===== src/rtl/lvl_irq_agg_pkg.sv =====
package lvl_irq_agg_pkg;

    localparam int IRQ_COUNT  = 6;
    localparam int REG_W      = 32;
    localparam int OFS_W      = 12;
    localparam int SYNC_DEPTH = 2;

    localparam logic [OFS_W-1:0] OFS_ENABLE = 12'h40C;
    localparam logic [OFS_W-1:0] OFS_STATUS = 12'h410;
    localparam logic [OFS_W-1:0] OFS_LOOKUP = 12'h414;

    // One plus the lowest set position of v, or zero when v is empty.
    function automatic logic [$clog2(IRQ_COUNT+1)-1:0] lowest_plus_one(
        input logic [IRQ_COUNT-1:0] v
    );
        logic [$clog2(IRQ_COUNT+1)-1:0] r;
        r = '0;
        for (int i = IRQ_COUNT - 1; i >= 0; i--) begin
            if (v[i]) r = ($clog2(IRQ_COUNT+1))'(i + 1);
        end
        return r;
    endfunction

endpackage


===== src/rtl/lvl_irq_agg_sync.sv =====
module lvl_irq_agg_sync #(
    parameter int WIDTH  = 6,
    parameter int STAGES = 2
) (
    input  logic             clk,
    input  logic             rst_n,
    input  logic [WIDTH-1:0] async_i,
    output logic [WIDTH-1:0] sync_o
);

    logic [WIDTH-1:0] chain_d [STAGES];
    logic [WIDTH-1:0] chain_q [STAGES];

    always_comb begin
        chain_d[0] = async_i;
        for (int s = 1; s < STAGES; s++) begin
            chain_d[s] = chain_q[s-1];
        end
    end

    for (genvar g = 0; g < STAGES; g++) begin : g_stage
        always_ff @(posedge clk or negedge rst_n) begin
            if (!rst_n) chain_q[g] <= '0;
            else        chain_q[g] <= chain_d[g];
        end
    end

    assign sync_o = chain_q[STAGES-1];

endmodule


===== src/rtl/lvl_irq_agg_prio.sv =====
module lvl_irq_agg_prio
    import lvl_irq_agg_pkg::*;
(
    input  logic [IRQ_COUNT-1:0]             pending_i,
    output logic [$clog2(IRQ_COUNT+1)-1:0]   lookup_o,
    output logic                             any_o
);

    always_comb begin
        lookup_o = lowest_plus_one(pending_i);
        any_o    = |pending_i;
    end

endmodule


===== src/rtl/lvl_irq_agg_regs.sv =====
module lvl_irq_agg_regs
    import lvl_irq_agg_pkg::*;
#(
    parameter int N      = IRQ_COUNT,
    parameter int DW     = REG_W,
    parameter int AW     = OFS_W,
    parameter int LKW    = $clog2(IRQ_COUNT+1)
) (
    input  logic          clk,
    input  logic          rst_n,
    input  logic          req_valid_i,
    input  logic          req_we_i,
    input  logic [AW-1:0] req_addr_i,
    input  logic [DW-1:0] req_wdata_i,
    input  logic [N-1:0]  status_i,
    input  logic [LKW-1:0] lookup_i,
    output logic [N-1:0]  enable_o,
    output logic [DW-1:0] rd_data_o
);

    localparam int SRC_LSB = DW - N;

    typedef struct packed {
        logic [DW-1:0] en_word;
        logic [DW-1:0] rd;
    } regs_t;

    regs_t st_d, st_q;

    logic [DW-1:0] src_mask;
    assign src_mask = {{N{1'b1}}, {SRC_LSB{1'b0}}};

    always_comb begin
        st_d    = st_q;
        st_d.rd = '0;
        if (req_valid_i && req_we_i && req_addr_i == AW'(OFS_ENABLE)) begin
            st_d.en_word = req_wdata_i & src_mask;
        end
        if (req_valid_i && !req_we_i) begin
            unique case (req_addr_i)
                AW'(OFS_ENABLE): st_d.rd = st_q.en_word & src_mask;
                AW'(OFS_STATUS): st_d.rd = DW'(status_i) << SRC_LSB;
                AW'(OFS_LOOKUP): st_d.rd = DW'(lookup_i);
                default:         st_d.rd = '0;
            endcase
        end
    end

    always_ff @(posedge clk or negedge rst_n) begin
        if (!rst_n) st_q <= '0;
        else        st_q <= st_d;
    end

    assign enable_o  = st_q.en_word[DW-1 -: N];
    assign rd_data_o = st_q.rd;

    assert_idle_read_zero_R9: assert property (@(posedge clk) disable iff (!rst_n)
        !(req_valid_i && !req_we_i) |=> rd_data_o == '0);

    assert_enable_low_bits_zero_R2: assert property (@(posedge clk) disable iff (!rst_n)
        (req_valid_i && !req_we_i && req_addr_i == AW'(OFS_ENABLE))
        |=> rd_data_o[SRC_LSB-1:0] == '0);

    assert_status_write_ignored_R6: assert property (@(posedge clk) disable iff (!rst_n)
        (req_valid_i && req_we_i && req_addr_i != AW'(OFS_ENABLE))
        |=> $stable(enable_o));

endmodule


===== src/rtl/lvl_irq_agg.sv =====
module lvl_irq_agg
    import lvl_irq_agg_pkg::*;
(
    input  logic                 clk,
    input  logic                 rst_n,
    input  logic [IRQ_COUNT-1:0] src_i,
    input  logic                 req_valid_i,
    input  logic                 req_we_i,
    input  logic [OFS_W-1:0]     req_addr_i,
    input  logic [REG_W-1:0]     req_wdata_i,
    output logic [REG_W-1:0]     rd_data_o,
    output logic                 irq_o
);

    localparam int LKW     = $clog2(IRQ_COUNT+1);
    localparam int SRC_LSB = REG_W - IRQ_COUNT;

    logic [IRQ_COUNT-1:0] status_w;
    logic [IRQ_COUNT-1:0] enable_w;
    logic [IRQ_COUNT-1:0] pending_w;
    logic [LKW-1:0]       lookup_w;
    logic                 any_w;

    lvl_irq_agg_sync #(
        .WIDTH  (IRQ_COUNT),
        .STAGES (SYNC_DEPTH)
    ) u_sync (
        .clk     (clk),
        .rst_n   (rst_n),
        .async_i (src_i),
        .sync_o  (status_w)
    );

    lvl_irq_agg_regs u_regs (
        .clk         (clk),
        .rst_n       (rst_n),
        .req_valid_i (req_valid_i),
        .req_we_i    (req_we_i),
        .req_addr_i  (req_addr_i),
        .req_wdata_i (req_wdata_i),
        .status_i    (status_w),
        .lookup_i    (lookup_w),
        .enable_o    (enable_w),
        .rd_data_o   (rd_data_o)
    );

    assign pending_w = status_w & enable_w;

    lvl_irq_agg_prio u_prio (
        .pending_i (pending_w),
        .lookup_o  (lookup_w),
        .any_o     (any_w)
    );

    assign irq_o = any_w;

    assert_clear_enable_drops_irq_R5: assert property (@(posedge clk) disable iff (!rst_n)
        (req_valid_i && req_we_i && req_addr_i == OFS_ENABLE &&
         req_wdata_i[REG_W-1:SRC_LSB] == '0) |=> !irq_o);

    assert_lookup_hits_pending_R7: assert property (@(posedge clk) disable iff (!rst_n)
        (lookup_w != '0) |-> pending_w[lookup_w - LKW'(1)]);

    assert_lookup_empty_R7: assert property (@(posedge clk) disable iff (!rst_n)
        (lookup_w == '0) |-> !irq_o);

    assert_lookup_source_zero_R7: assert property (@(posedge clk) disable iff (!rst_n)
        (status_w[0] && enable_w[0]) |-> lookup_w == LKW'(1));

endmodule


===== config.mk =====
export PLATFORM = sky130hd
export DESIGN_NAME = lvl_irq_agg
export DESIGN_NICKNAME = d
export VERILOG_FILES = /design/src/rtl/lvl_irq_agg_pkg.sv /design/src/rtl/lvl_irq_agg_sync.sv /design/src/rtl/lvl_irq_agg_prio.sv /design/src/rtl/lvl_irq_agg_regs.sv /design/src/rtl/lvl_irq_agg.sv
export SDC_FILE = /design/constraint.sdc
export NUM_CORES = 1
export LEC_CHECK = 0
export BUFFER_PORTS_ARGS = -buffer_cell sky130_fd_sc_hd__buf_2
export CAP_MARGIN = 20
export CELL_PAD_IN_SITES_DETAIL_PLACEMENT = 1
export CELL_PAD_IN_SITES_GLOBAL_PLACEMENT = 1
export CORE_ASPECT_RATIO = 0.75
export CORE_MARGIN = 10
export CORE_UTILIZATION = 29
export CTS_CLUSTER_DIAMETER = 200
export DETAILED_ROUTE_END_ITERATION = 8
export GPL_TIMING_DRIVEN = 0
export MAX_ROUTING_LAYER = met4
export PLACE_DENSITY = 0.76
export SYNTH_ARGS = -nofsm -noshare
export SYNTH_HDL_FRONTEND = slang
export SYNTH_SLANG_ARGS = --single-unit

===== constraint.sdc =====
create_clock -name clk -period 1.5 [get_ports clk]
set_clock_uncertainty 0.15 [all_clocks]
set_input_delay 0 -clock clk [delete_from_list [all_inputs] [get_ports clk]]
set_output_delay 0 -clock clk [all_outputs]
set_load 0.01 [all_outputs]

==> results.py <==
metrics = {
    "placement": {
        "dpl_worst_slack_ns": -0.282,
        "place_congestion": 0.878,
        "post-dp-hpwl_microns": 2630,
        "dp.cells": 205,
        "io_buffers": 37,
    },
    "drt": {
        "vias": 924,
        "drt-vias-per-instance": 4.11,
        "wire_per_inst_microns": 14.9,
        "detail-route-antenna-nets": 0,
        "wl_microns": 3350,
        "detail_route.drc_violations": 0,
        "first_iteration_detailed_routing_drc_count": 46,
        "dr.pass1.iters": 4,
    },
    "worst_setup_path": {
        "peak_per_stage_delay_on_the_critical_path_ns": 0.53,
        "worst-endpoint-arrival_ns": 1.46,
        "crit_path_start_kind": "input port",
        "timing.critical_path.required_ns": 1.51,
        "worst-setup-path-type": "in -> reg",
        "cp_cell_sequence": "buf_2, nor4_4, nand4b_4, or4_4, mux2_4",
        "critPathSlowestCell": "sky130_fd_sc_hd__or4_4",
        "critPathMaxFanout": 6,
        "crit_path_end_kind": "flip-flop",
    },
    "clock_network": {
        "clock-root-buffer": "sky130_fd_sc_hd__clkbuf_8",
        "cts_tree": "built",
        "cts_buffer_depth": 2,
        "path_clk_slew_ns": 0.09,
        "cts_buffers": 3,
        "sink_count": 27,
        "ctsHtreeMaxLevel": 1,
        "clk-insertion-delay-late_ns": 0.27,
    },
    "sta": {
        "timing_hold_violations_final": 0,
        "fin_crit_sh_pct": 96.4,
        "relSlewSlack_pct": 60.0,
        "final_max_slew_viol_count": 0,
        "worst_slew_pin_slew_ns": 0.600,
        "number_of_setup_violations_in_the_final_report": 0,
        "period_needed_ns": 1.45,
        "holdWs_ns": 0.00384,
        "clock.fmax_mhz": 692,
        "final.setup.worst_slack_ns": 0.0540,
    },
    "synthesis": {
        "ys.flop_type": "sky130_fd_sc_hd__dfrtp_1",
        "yosysWarningCount": 0,
        "syn-mean-instance-area_sq_um": 13.1,
        "synth_area_sq_mm": 0.00119,
        "ys_types": 25,
        "post_synth_inst_count": 91,
        "async_flop_share_pct": 100,
        "number_of_flops_mapped_to_enable_cells_by_yosys": 0,
        "post-synth-top-area-fraction_pct": 56.8,
        "synth-seq-area-share_pct": 56.8,
        "yosys.area.top_type": "sky130_fd_sc_hd__dfrtp_1",
        "dominant_cells_by_area_after_synthesis": "sky130_fd_sc_hd__dfrtp_1 57%, sky130_fd_sc_hd__buf_4 15%, sky130_fd_sc_hd__mux2_4 7.6%, sky130_fd_sc_hd__a22o_1 4.4%, sky130_fd_sc_hd__nand3_1 1.3%",
        "postSynthRegisterBits": 27,
    },
    "pwr": {
        "total_power_mw": 1.35,
        "p_per_cell_area_mw_per_mm2": 754,
        "reported_leakage_power_nw": 0.951,
        "power.ir.vdd_worst_uv": 443,
    },
    "floorplan": {
        "top_level_ports": 87,
        "initial_core_util_pct": 29.7,
        "chipWidth_microns": 93.9,
        "die_y_microns": 75.4,
        "rows": 20,
        "core_area_sq_mm": 0.00400,
        "fp.dieArea_sq_mm": 0.00709,
    },
    "grt": {
        "grt_max_degree": 28,
        "global_route.overflow_total": 0,
        "grt_pass1_vias": 997,
        "grt_antenna_before_repair": 0,
        "global_route.usage.total_pct": 9.36,
        "grt_pass1_wl_microns": 5060,
    },
    "final_layout": {
        "synthToLayoutAreaGrowth_pct": 51.2,
        "post_layout_nonfiller_instances": 225,
        "nets": 225,
        "antenna_fix_cells": 0,
        "layout-drive-gt1-share_pct": 47.1,
    },
    "hold_path": {
        "min-delay-path-class": "in -> reg",
    },
    "run": {
        "maxCapViolations": 0,
    },
    "status": {
        "run_status": "finished clean",
    },
}
## critical path: cells and delay by family
kind / cells / cell delay (ns)
simple gates: 3 / 1.02
buf+inv: 1 / 0.12
mux: 1 / 0.32
## per-layer routing
metal / GRT usage (%) / share of wire [%] / routed length, microns / vias up
met4: 1.01 / 0 / 0 / 0
met2: 16.9 / 51 / 1720 / 43
met1: 9.66 / 41 / 1380 / 450
met3: 4.04 / 7.4 / 247 / 0
li1: - / - / - / 431
met5: - / 0 / 0 / -
## cells in the final DEF (no fill, tap or decap), types with 2 or more instances in the layout
cell type                       instances
sky130_fd_sc_hd__buf_2                 36
sky130_fd_sc_hd__dfrtp_1               27
sky130_fd_sc_hd__buf_4                 24
sky130_fd_sc_hd__conb_1                23
sky130_fd_sc_hd__dlygate4sd3_1         16
sky130_fd_sc_hd__a22o_1                 6
sky130_fd_sc_hd__mux2_4                 6
sky130_fd_sc_hd__nand2_1                4
sky130_fd_sc_hd__nand3_1                3
sky130_fd_sc_hd__clkbuf_8               3
sky130_fd_sc_hd__nor2_1                 2
sky130_fd_sc_hd__nor3_2                 2
sky130_fd_sc_hd__a22oi_2                2
## state kept, by name, summed over array words and instances (netlist names)
| register | count |
|---|---|
| u_regs.rd_data_o | 9 |
| u_sync.sync_o | 6 |
| u_regs.enable_o | 6 |
| u_sync.chain_d | 6 |
## synthesized netlist by cell type (all sizes together) (2+ instances only)
| master | n |
|---|---|
| mux2 | 6 |
| nor3 | 2 |
| nor2 | 2 |
| nand4b | 2 |
| dfrtp | 27 |
| buf | 24 |
| nand3 | 3 |
| nand2 | 4 |
| a22o | 6 |
| a22oi | 2 |
## repair_timing
| item | in CTS | in global routing |
|---|---|---|
| hold buffers | 13 | 3 |
| endpoints found under the hold margin | 41 | 1 |
| buffers inserted | 0 | 1 |
| gates resized for setup | 2 | 6 |
| setup endpoints to repair | 1 | 10 |
| pin swaps | 1 | 2 |
## report_power, final
part	leakage (nW)	switching, mW	internal [mW]
logic	0.580	0.0823	0.101
registers	0.349	0.0116	0.744
clock network	0.0217	0.227	0.188
total	0.951	0.321	1.03
## area by class of cell
| type | count | area [sq um] |
|---|---|---|
| multi-input cells | 61 | 468 |
| repair buffers | 54 | 359 |
| clock buffers | 3 | 41.3 |
| flip-flops and latches | 27 | 676 |
| well taps | 55 | 68.8 |
| plain buffers | 23 | 173 |
| clock inverters | 1 | 7.51 |
| inverters | 1 | 3.75 |
| fillers | 466 | 2210 |
## final timing paths
path                       cells past startpoint  slack, ns                      startpoint                        endpoint
max                                            5       0.05                   req_addr_i[0]  u_regs.enable_o[4]$_DFFE_PN0P_
min                                            4      0.004                  req_addr_i[11]   u_regs.rd_data_o[1]$_DFF_PN0_
max reg2reg                                    4       0.07  u_regs.enable_o[3]$_DFFE_PN0P_   u_regs.rd_data_o[0]$_DFF_PN0_
min reg2reg                                    0       0.21     u_sync.chain_d[5]$_DFF_PN0_      u_sync.sync_o[5]$_DFF_PN0_
max in group asynchronous                      2       0.69                           rst_n   u_regs.rd_data_o[1]$_DFF_PN0_
min in group asynchronous                      2       0.12                           rst_n     u_sync.chain_d[0]$_DFF_PN0_
## cell families (layout without fill, tap and decap cells)
group | count (synthesis) | count (layout) | synth area share, %
compound gates | 12 | 12 | 8.42
mux | 6 | 6 | 7.58
flops | 27 | 27 | 56.8
buf+inv | 25 | 82 | 15.8
other cells | 1 | 23 | 0.315
simple gates | 20 | 20 | 11.1
## metrics by stage
step	utilization (%)	cell area, sq um	setup TNS (ns)
2_1_floorplan	-	1290	-0.437
3_3_place_gp	38.6	1550	-1.68
3_5_place_dp	38.6	1550	-2.77
4_1_cts	43.3	1730	-0.000595
5_1_grt	44.9	1800	-0.00749
6_report	44.9	1800	0
Note: power is estimated with default switching activity, not from simulation.
